**config.mk**
```make
export PLATFORM = sky130hd
export DESIGN_NAME = audio_mix_sat
export DESIGN_NICKNAME = d
export VERILOG_FILES = /design/src/rtl/mix_pkg.sv /design/src/rtl/code_to_signed.sv /design/src/rtl/sat_clamp.sv /design/src/rtl/mix_out_stage.sv /design/src/rtl/audio_mix_sat.sv
export SDC_FILE = /design/constraint.sdc
export NUM_CORES = 1
export LEC_CHECK = 0
export BUFFER_PORTS_ARGS = -buffer_cell sky130_fd_sc_hd__buf_2
export CORE_MARGIN = 2
export CORE_UTILIZATION = 47
export CTS_CLUSTER_SIZE = 16
export DETAILED_ROUTE_END_ITERATION = 8
export PLACE_DENSITY_LB_ADDON = 0.1
export SYNTH_ARGS = -nofsm -noshare
export SYNTH_HDL_FRONTEND = slang
export SYNTH_SLANG_ARGS = --single-unit
export TNS_END_PERCENT = 5
```
**constraint.sdc**
```tcl
create_clock -name clk -period 1.7 [get_ports clk]
set_input_delay 0.085 -clock clk [delete_from_list [all_inputs] [get_ports clk]]
set_output_delay 0.085 -clock clk [all_outputs]
set_load 0.005 [all_outputs]
```
**src/rtl/mix_pkg.sv**
```systemverilog
package mix_pkg;
  typedef enum logic [1:0] {
    CL_NONE = 2'd0,
    CL_HIGH = 2'd1,
    CL_LOW  = 2'd2
  } clamp_e;

  function automatic int wider(input int x, input int y);
    return (x > y) ? x : y;
  endfunction
endpackage

```
**src/rtl/code_to_signed.sv**
```systemverilog
module code_to_signed #(
  parameter int W = 8
) (
  input  logic [W-1:0]        code,
  output logic signed [W-1:0] val
);
  function automatic logic signed [W-1:0] unbias(input logic [W-1:0] c);
    return $signed({~c[W-1], c[W-2:0]});
  endfunction

  assign val = unbias(code);
endmodule

```
**src/rtl/sat_clamp.sv**
```systemverilog
module sat_clamp
  import mix_pkg::*;
#(
  parameter int SUM_W = 9,
  parameter int OUT_W = 8
) (
  input  logic signed [SUM_W-1:0] sum,
  output logic [OUT_W-1:0]        code,
  output clamp_e                  kind
);
  localparam int CMP_W = wider(SUM_W, OUT_W) + 1;
  localparam logic signed [CMP_W-1:0] POS_FS = CMP_W'((64'sd1 <<< (OUT_W-1)) - 64'sd1);
  localparam logic signed [CMP_W-1:0] NEG_FS = -POS_FS - CMP_W'(1);

  logic signed [CMP_W-1:0] ext;
  logic signed [OUT_W-1:0] lim;

  function automatic logic [OUT_W-1:0] rebias(input logic signed [OUT_W-1:0] s);
    return {~s[OUT_W-1], s[OUT_W-2:0]};
  endfunction

  assign ext = {{(CMP_W-SUM_W){sum[SUM_W-1]}}, sum};

  always_comb begin
    if (ext > POS_FS) begin
      kind = CL_HIGH;
      lim  = POS_FS[OUT_W-1:0];
    end else if (ext < NEG_FS) begin
      kind = CL_LOW;
      lim  = NEG_FS[OUT_W-1:0];
    end else begin
      kind = CL_NONE;
      lim  = ext[OUT_W-1:0];
    end
  end

  assign code = rebias(lim);
endmodule

```
**src/rtl/mix_out_stage.sv**
```systemverilog
module mix_out_stage
  import mix_pkg::*;
#(
  parameter int OUT_W = 8
) (
  input  logic             clk,
  input  logic             rst_n,
  input  logic             load,
  input  logic [OUT_W-1:0] code_in,
  input  clamp_e           kind_in,
  input  logic             ready,
  output logic             slot_free,
  output logic             valid,
  output logic [OUT_W-1:0] code,
  output logic             clip
);
  assign slot_free = !valid || ready;

  always_ff @(posedge clk or negedge rst_n) begin
    if (!rst_n) begin
      valid <= 1'b0;
      code  <= '0;
      clip  <= 1'b0;
    end else begin
      clip <= load && (kind_in != CL_NONE);
      if (load) begin
        valid <= 1'b1;
        code  <= code_in;
      end else if (ready) begin
        valid <= 1'b0;
      end
    end
  end
endmodule

```
**src/rtl/audio_mix_sat.sv**
```systemverilog
module audio_mix_sat
  import mix_pkg::*;
#(
  parameter int IN_W  = 8,
  parameter int OUT_W = 8
) (
  input  logic             clk,
  input  logic             rst_n,
  input  logic             a_valid,
  output logic             a_ready,
  input  logic [IN_W-1:0]  a_data,
  input  logic             b_valid,
  output logic             b_ready,
  input  logic [IN_W-1:0]  b_data,
  output logic             out_valid,
  input  logic             out_ready,
  output logic [OUT_W-1:0] out_data,
  output logic             out_clip
);
  localparam int SUM_W = IN_W + 1;
  localparam int NCH   = 2;

  logic [IN_W-1:0]        ch_code [NCH];
  logic signed [IN_W-1:0] ch_val  [NCH];
  logic signed [SUM_W-1:0] mix_sum;
  logic [OUT_W-1:0]       lim_code;
  clamp_e                 clip_kind;
  logic                   slot_free;
  logic                   accept;

  assign ch_code[0] = a_data;
  assign ch_code[1] = b_data;

  for (genvar i = 0; i < NCH; i++) begin : g_ch
    code_to_signed #(.W(IN_W)) u_unbias (
      .code (ch_code[i]),
      .val  (ch_val[i])
    );
  end

  function automatic logic signed [SUM_W-1:0] exact_add(
    input logic signed [IN_W-1:0] x,
    input logic signed [IN_W-1:0] y
  );
    return SUM_W'(x) + SUM_W'(y);
  endfunction

  assign mix_sum = exact_add(ch_val[0], ch_val[1]);

  sat_clamp #(.SUM_W(SUM_W), .OUT_W(OUT_W)) u_clamp (
    .sum  (mix_sum),
    .code (lim_code),
    .kind (clip_kind)
  );

  assign accept  = a_valid && b_valid && slot_free;
  assign a_ready = b_valid && slot_free;
  assign b_ready = a_valid && slot_free;

  mix_out_stage #(.OUT_W(OUT_W)) u_out (
    .clk       (clk),
    .rst_n     (rst_n),
    .load      (accept),
    .code_in   (lim_code),
    .kind_in   (clip_kind),
    .ready     (out_ready),
    .slot_free (slot_free),
    .valid     (out_valid),
    .code      (out_data),
    .clip      (out_clip)
  );
endmodule

```
==> results.toml <==
[outcome]
status = "completed"

[cts]
ctsLongestPathBuffers = 2
root_buffer = "clkbuf_4"
cts_setup_buffers = 0
htreeDepth = 1
cts-buffers-inserted = 3
numClockSinks = 10
cts_tree = "built"
clk_latency_ns = 0.26
clk_pin_slew_ns = 0.06

[cells_and_area]
fin_nets = 164
final_cell_mix = "32 x buf_2, 11 x buf_4, 10 x dfrtp_1, 7 x ha_1, 6 x nor2_1"
area_growth_pct = 40.4
mostFrequentLayoutCell = "buf_2"
drive_above_1_share_pct = 45.1
final_area_mm2 = 0.00118
antenna_cells = 0

[global_routing]
gr-total-overflow = 0
use_met3_pct = 2.35
first_global_vias = 679
met1_usage_pct = 21.2
grt_use_met2_pct = 29.4
grt_max_degree = 11
grt_use_total_pct = 17.1
grt_busiest_layer = "met2"
grt_pass1_wl_um = 2650
antenna_found_initial = 0

[floorplanning]
ios = 33
dieArea_mm2 = 0.00215
die_width_um = 46.3
core_mm2 = 0.00171
die_y_um = 46.3
rows = 15
start_util_pct = 49.3

[timing]
min_period_over_period_pct = 97.7
setup_slack_ns = 0.0390
rsz0062_at_grt = "yes"
max_freq_mhz = 602
slew_viol_final = 0
setup_viol = 0
period_needed_ns = 1.66
final-hold-violation-count = 0
skew_ns = 0.000492
tightest_slew_ns = 0.333
hold_ws_ns = 0.105
relSlewSlack_pct = 77.7

[yosys]
synth_cells = 86
yosysTopAreaCell = "dfrtp_1"
synth_area_per_cell_um2 = 9.79
ys_ff_latch = 10
synth_nets = 116
synth_cell_types = 36
synth_top_area_share_pct = 29.7
yosysWarnings = 0
synth_area_leaders = "dfrtp_1 30%, ha_1 12%, a22o_1 5.2%"
ys_seq_area_share_pct = 29.7
synthesis.area_um2 = 842

[pwr]
fin_total_pwr_w = 0.000900
powerDensity_mw_per_mm2 = 761
leakagePower_nw = 0.589
ir_worst_vdd_mv = 0.333

[detailed_routing]
vias = 801
drt_iter0_markers = 8
detail_route.drc_violations = 0
viasPerCell = 5.07
wl_um = 1650
ant_nets = 0
dr.pass1.iters = 4
wire_per_inst_um = 10.4

[worst_hold_path]
hp-class = "input port to flop"

[run]
drv_cap = 0

[placement]
gp_congestion = 0.799
dp_hpwl_um = 1410
place_ws_ns = -0.284
io_buffers = 32
dpl-instance-area_mm2 = 0.00113

[setup_path]
start_kind = "input port"
cp_data_arrival_time_ns = 1.81
end_kind = "flop"
cp.required_ns = 1.85
path_max_fanout = 3
critPathKind = "input port to flop"
==> layout make-up <==
type,instances,area (um2)
clock buffers,4,36.3
fillers,151,526
inverters,4,15.0
multi-input cells,71,597
flip-flops and latches,10,250
well taps,25,31.3
repair buffers,44,253
==> cells in the mapped netlist, drive strengths merged <==
master	n
a22oi	2
fa	1
dfrtp	10
xor2	3
o21a	1
nand3b	2
inv	4
o21ai	5
and4	1
a21oi	5
clkbuf	1
nand2b	2
nand2	4
a211o	1
ha	8
nor4	1
and2	2
nand3	4
and3	1
xnor2	1
a21o	3
a22o	5
o31a	1
mux2	1
o21bai	1
o31ai	1
o2111ai	1
nor3	3
or3	1
a211oi	3
nor2	6
a31oi	1
==> power breakdown <==
group / internal [W] / leakage (nW) / switching [W] / total (W)
logic: 0.000199 / 0.446 / 0.000177 / 0.000376
clock network: 0.000130 / 0.0210 / 0.0000786 / 0.000209
registers: 0.000290 / 0.121 / 0.0000253 / 0.000315
total: 0.000619 / 0.589 / 0.000281 / 0.000900
==> kinds of logic (layout without fill, tap and decap cells) <==
kind of cell	after synthesis	in the layout	synth area share, %
mux	1	1	1.34
xor+xnor	4	4	4.16
buf+inv	5	52	2.23
flops	10	10	29.7
simple gates	27	27	19.3
compound gates	30	30	29.0
fa+ha+maj	9	9	14.3
==> through the flow <==
step / utilization, % / cells / setup TNS, ns
2_1_floorplan: - / 86 / -0.341
3_3_place_gp: 66.3 / 153 / -1.71
3_5_place_dp: 66.3 / 153 / -1.94
4_1_cts: 69.2 / 158 / 0
5_1_grt: 69.2 / 158 / -0.0887
6_report: 69.2 / 158 / 0
==> timing repair <==
action                                 CTS  global route
pin swaps                                0             1
hold buffers                             1             0
endpoints found under the hold margin   10             0
cloned                                   0             0
gates resized for setup                  1             0
setup endpoints to repair                1             6
==> registers in the layout (all words and copies together), names as in the netlist <==
| name | count |
|---|---|
| u_out.clip | 1 |
| u_out.code | 8 |
| u_out.valid | 1 |
==> worst max-delay path: stages <==
cell and delay, ns:
buf_2 0.11, ha_4 0.16, fa_2 0.36, a211oi_2 0.25, o21ai_2 0.10, a21o_1 0.21, nor4_4 0.20, nor3_1 0.10
o31a_1 0.24
==> routing by layer <==
layer	up-vias	wire length [um]	part of all wire (%)
met5	-	0	0
met1	359	772	47
li1	420	-	-
met2	22	802	49
met3	0	74	4.5
met4	0	0	0
==> final timing paths <==
path / from / endpoint / slack (ns) / depth (start not counted)
worst min register to register: u_out.code[6]$_DFFE_PN0P_ / u_out.code[6]$_DFFE_PN0P_ / 0.48 / 2
worst min-delay path: out_ready / u_out.valid$_DFFE_PN0P_ / 0.10 / 3
max in group asynchronous: rst_n / u_out.code[6]$_DFFE_PN0P_ / 1.30 / 2
min in group asynchronous: rst_n / u_out.code[1]$_DFFE_PN0P_ / 0.22 / 2
worst max register to register: u_out.valid$_DFFE_PN0P_ / u_out.code[3]$_DFFE_PN0P_ / 0.31 / 5
worst max-delay path: a_data[0] / u_out.code[5]$_DFFE_PN0P_ / 0.04 / 9
No activity file was read; power rests on OpenSTA's default activity.
